<file path="config.mk">
export PLATFORM = sky130hd
export DESIGN_NAME = ddr2_cmd_tracker
export DESIGN_NICKNAME = d
export VERILOG_FILES = /design/src/rtl/ddr2_cmd_tracker.sv
export SDC_FILE = /design/constraint.sdc
export NUM_CORES = 1
export LEC_CHECK = 0
export ABC_AREA = 1
export CAP_MARGIN = 20
export CORE_MARGIN = 5
export CORE_UTILIZATION = 40
export DETAILED_ROUTE_END_ITERATION = 7
export GPL_TIMING_DRIVEN = 0
export HOLD_SLACK_MARGIN = 0.15
export PLACE_DENSITY = 0.62
export SLEW_MARGIN = 0
export SYNTH_ARGS = -nofsm -noshare
export SYNTH_HDL_FRONTEND = slang
export SYNTH_SLANG_ARGS = --single-unit
</file>
<file path="constraint.sdc">
create_clock -name clk -period 4.1 [get_ports clk]
set_input_delay 1.025 -clock clk [delete_from_list [all_inputs] [get_ports clk]]
set_output_delay 1.025 -clock clk [all_outputs]
set_load 0.01 [all_outputs]
</file>
<file path="src/rtl/ddr2_cmd_tracker.sv">
`timescale 1ns/1ps
module ddr2_cmd_tracker #(
  parameter int BA_W   = 2,
  parameter int ROW_W  = 13,
  parameter int AP_BIT = 10,
  parameter int TRCD   = 5,
  parameter int TRP    = 5,
  parameter int AP_CYC = 4
) (
  input  logic               clk,
  input  logic               rst_n,
  input  logic               cs_n,
  input  logic               ras_n,
  input  logic               cas_n,
  input  logic               we_n,
  input  logic [BA_W-1:0]    ba,
  input  logic [ROW_W-1:0]   addr,
  output logic [2:0]         cmd_o,
  output logic [BA_W-1:0]    bank_o,
  output logic               illegal_o,
  output logic               all_idle_o,
  output logic [(1<<BA_W)-1:0] bank_act_o,
  output logic [ROW_W-1:0]   row_o
);
  localparam int NBANK = 1 << BA_W;
  localparam int TMAX  = (TRCD > TRP) ? ((TRCD > AP_CYC) ? TRCD : AP_CYC)
                                      : ((TRP > AP_CYC) ? TRP : AP_CYC);
  localparam int TW    = $clog2(TMAX + 1);

  localparam logic [2:0] C_NOP = 3'd0, C_ACT = 3'd1, C_PRE = 3'd2,
                         C_RD  = 3'd3, C_WR  = 3'd4, C_OTH = 3'd5;
  localparam logic [1:0] S_IDLE = 2'd0, S_OPEN = 2'd1, S_CLOSE = 2'd2;

  logic             cs_q, ras_q, cas_q, we_q;
  logic [BA_W-1:0]  ba_q;
  logic [ROW_W-1:0] addr_q;

  always_ff @(posedge clk or negedge rst_n)
    if (!rst_n) begin
      cs_q <= 1'b1; ras_q <= 1'b1; cas_q <= 1'b1; we_q <= 1'b1;
      ba_q <= '0;   addr_q <= '0;
    end else begin
      cs_q <= cs_n; ras_q <= ras_n; cas_q <= cas_n; we_q <= we_n;
      ba_q <= ba;   addr_q <= addr;
    end

  logic [2:0] cmd;
  always_comb begin
    if (cs_q) cmd = C_NOP;
    else case ({ras_q, cas_q, we_q})
      3'b111:  cmd = C_NOP;
      3'b011:  cmd = C_ACT;
      3'b010:  cmd = C_PRE;
      3'b101:  cmd = C_RD;
      3'b100:  cmd = C_WR;
      default: cmd = C_OTH;
    endcase
  end

  wire ap  = addr_q[AP_BIT];
  wire col = (cmd == C_RD) || (cmd == C_WR);

  logic [NBANK-1:0][1:0]       st_v;
  logic [NBANK-1:0][TW-1:0]    tmr_v;
  logic [NBANK-1:0][ROW_W-1:0] row_v;

  wire [1:0]    tgt_st  = st_v[ba_q];
  wire          tgt_rdy = (tmr_v[ba_q] == '0);
  logic         illegal;

  always_comb begin
    illegal = 1'b0;
    if (cmd == C_ACT)      illegal = !(tgt_st == S_IDLE && tgt_rdy);
    else if (col)          illegal = !(tgt_st == S_OPEN && tgt_rdy);
    else if (cmd == C_OTH) illegal = !all_idle_o;
  end

  for (genvar g = 0; g < NBANK; g++) begin : g_bank
    logic [1:0]       st;
    logic [TW-1:0]    tmr;
    logic [ROW_W-1:0] row;
    wire sel = (ba_q == BA_W'(g));

    always_ff @(posedge clk or negedge rst_n)
      if (!rst_n) begin
        st <= S_IDLE; tmr <= '0; row <= '0;
      end else if (cmd == C_PRE && (sel || ap) && st != S_IDLE) begin
        st <= S_IDLE; tmr <= TW'(TRP - 1);
      end else if (cmd == C_ACT && sel && !illegal) begin
        st <= S_OPEN; tmr <= TW'(TRCD - 1); row <= addr_q;
      end else if (col && sel && !illegal && ap) begin
        st <= S_CLOSE; tmr <= TW'(AP_CYC - 1);
      end else if (st == S_CLOSE && tmr == '0) begin
        st <= S_IDLE; tmr <= TW'(TRP - 1);
      end else if (tmr != '0) begin
        tmr <= tmr - 1'b1;
      end

    assign st_v[g]       = st;
    assign tmr_v[g]      = tmr;
    assign row_v[g]      = row;
    assign bank_act_o[g] = (st != S_IDLE);
  end

  assign cmd_o      = cmd;
  assign bank_o     = ba_q;
  assign illegal_o  = illegal;
  assign all_idle_o = ~|bank_act_o;
  assign row_o      = row_v[ba_q];
endmodule


</file>
==> run metrics <==
Netlist cell types 31; layout net count 580; total gr overflow 0; Max-Cap Viols 0; die area 12990 µm²; antenna diode count 0; area of the multi-input gates 1725 µm²; CP Class register to output pin; Power Total 2.807 mW; final worst-path cycle share 0.8694; met1 wire length 4618 µm; # rows 38; largest net degree at the start of global routing 74; Filler cells 1048; first-pass GRT wire length 17250 µm; fin crit period 3.565 ns; synth warn 0; unrepaired setup endpoints after global routing false; DRC viols 0; Synth Net Count 524; r2r setup slk 1.61 ns; CTS root buffer clkbuf_8; DP Cell Count 680; FF-to-FF End g_bank[1].row[10]; DR iter-0 viols 201; critical path peak fanout 10; Yosys top cell by area dfrtp_1; Die Ht 114.0 µm; top-count cell post-synth nand2_1; Fin Clk Skew 0.01107 ns; CTS-repair resized insts 0; syn_area_per_cell 8.736 µm²; Synth Flop Type dfrtp_1; CTS Buf Count 9; CTS tree done; r2r worst-path depth 13; FFs w/ async S/R, synth 1.000; maximum vdd drop 0.0003302 V; post-synth design cell area 4324 µm²; vias per cell 5.131; GRT Total Usage 0.1684; initial core utilization 0.4042; hold-fix buffers at CTS 0; area growth from synthesis to layout 19.27%; hold path startpoint g_bank[1].row[8]; hold depth 2; Sink Count 91; clock buffer depth 2; outcome finished, final reports clean; setup slack at placement 0.9253 ns; Core Area 10700 µm²; Crit. End Element output pin; Total Wirelength 10540 µm; worst-skew pair later-pin latency 0.36 ns; I/O Pins 45; hpwl dp 7250 µm; share of layout cells above drive strength 1 0.1061; DR pass1 iterations 5; Worst setup SP type register; Fin. Hold Viols 0; RD Place Congestion 0.7986; Setup Buffers After CTS 0; Worst Hold Class register to register; sequential-to-total area share from yosys stat 0.5278; Final Non-Filler Cells 696; reg2reg start bank_o[1]; Die Span X 114.0 µm; Synth top area share 0.5035; Seq. cell area 2282 µm²; P_leak 2.496 nW; drt wl/cell 15.14 µm; clock slew seen by the registers of the worst setup and hold paths 0.09 ns; final setup violation count 0; Port Buffers 44; #FFs+latches synth 91; H-tree depth 3; WL met3 553 µm; worst-margin pin slew 0.6353 ns; vias in the first global route 3557; worst path arrival time 2.54 ns; Req. time, crit path 3.07 ns; Worst slew margin 0.5732; wire length on met2 5235 µm; Post-synth top cells nand2_1, dfrtp_1, inv_1; Area contributors post-synth dfrtp_1, nand2_1, o21ai_0; Slew Viols, Final 0; via count 3571; Hold Path End g_bank[1].row[8]; DR top layer met4; Final WS setup 0.5354 ns; Post-synth EDFFs 0; PwrDens 544.3 nW/µm²; initial antenna violation count 0; fmax 280.5 MHz; Post-DRT Antenna Nets 0; post-synthesis cell count 495
## worst max path at each step
stage / startpoint / cells after the start / to / slack (ns)
floorplan: cas_q / 8 / illegal_o / 1.61
global placement: rst_n / 1 / addr_q[3] / -1.34
detailed placement: bank_o[0] / 7 / row_o[10] / 0.93
CTS: bank_o[0] / 7 / row_o[10] / 0.51
global route: bank_o[0] / 7 / row_o[12] / 0.37
finish: bank_o[0] / 7 / row_o[10] / 0.54
## metal layers
| layer | track usage | up-vias |
|---|---|---|
| li1 | - | 1735 |
| met1 | 0.2096 | 1741 |
| met2 | 0.2923 | 84 |
| met3 | 0.04350 | 11 |
| met4 | 0.04196 | 0 |
| met5 | 0 | - |
## registers in the layout (all words and copies together) (netlist names)
register,flops
cas_q,1
addr_q,13
g_bank.st,8
ras_q,1
we_q,1
g_bank.tmr,12
g_bank.row,52
bank_o,2
cs_q,1
## worst max-delay path, cell delays in order (launching register included)
cell and delay [ns]:
dfrtp_1 0.38, buf_6 0.18, inv_2 0.08, nor2_4 0.18, buf_1 0.52, a22oi_1 0.16
nand2_1 0.14, clkdlybuf4s50_1 0.54
## metrics by stage
step                utilization  hold slack, ns  setup TNS (ns)  instance area [µm²]
floorplan                     -          0.4534               0                 4324
global placement         0.4618          0.4656         -116.98                 4940
detailed placement       0.4641          0.4729               0                 4965
CTS                      0.4821          0.4954               0                 5157
global route             0.4821          0.5067               0                 5157
finish                   0.4821          0.4922               0                 5157
## report_power, final
group | total [mW] | internal [mW] | switching [mW] | leakage, nW
clock | 0.593 | 0.260 | 0.333 | 0.0930
sequential | 1.24 | 1.10 | 0.143 | 1.15
combinational | 0.974 | 0.448 | 0.526 | 1.25
## placed cells by master (no fill, tap or decap), types with 2 or more instances in the layout
cell and count:
nor4_1 4, o21ai_0 52, nand3_2 2, a21oi_1 20, nand3_1 22, nand2_1 132, buf_2 3, nor2_1 22
clkinvlp_4 2, or2_2 4, nand2_2 9, clkdlybuf4s50_1 43, dfrtp_1 87, o21ai_1 4, dfstp_2 4, nor2_4 5
buf_6 4, nand4_1 5, nand2_4 2, a22oi_1 24, nor3_1 12, clkbuf_1 4, buf_1 3, ha_1 8
clkbuf_8 11, inv_6 3, inv_2 3, inv_1 53
## logic make-up (layout without fill, tap and decap cells)
group | after synthesis | in the layout | share of synthesized area
adders and majority gates | 8 | 8 | 0.02315
DFF | 91 | 91 | 0.5278
xor gates and xnor gates | 1 | 1 | 0.002026
AOI/OAI and AO/OA | 101 | 101 | 0.1314
buffers and inverters | 71 | 132 | 0.07320
and+or+nand+nor | 223 | 223 | 0.2425
## layout make-up
| cell class | count | area share |
|---|---|---|
| clock inverter | 5 | 0.008006 |
| timing repair buffer | 45 | 0.09025 |
| buffer | 15 | 0.02062 |
| sequential | 91 | 0.4425 |
| inverter | 56 | 0.04076 |
| multi-input combinational | 333 | 0.3345 |
| clock buffer | 11 | 0.02935 |
| tap | 140 | 0.03396 |
Power figures use the tool's default switching activity.
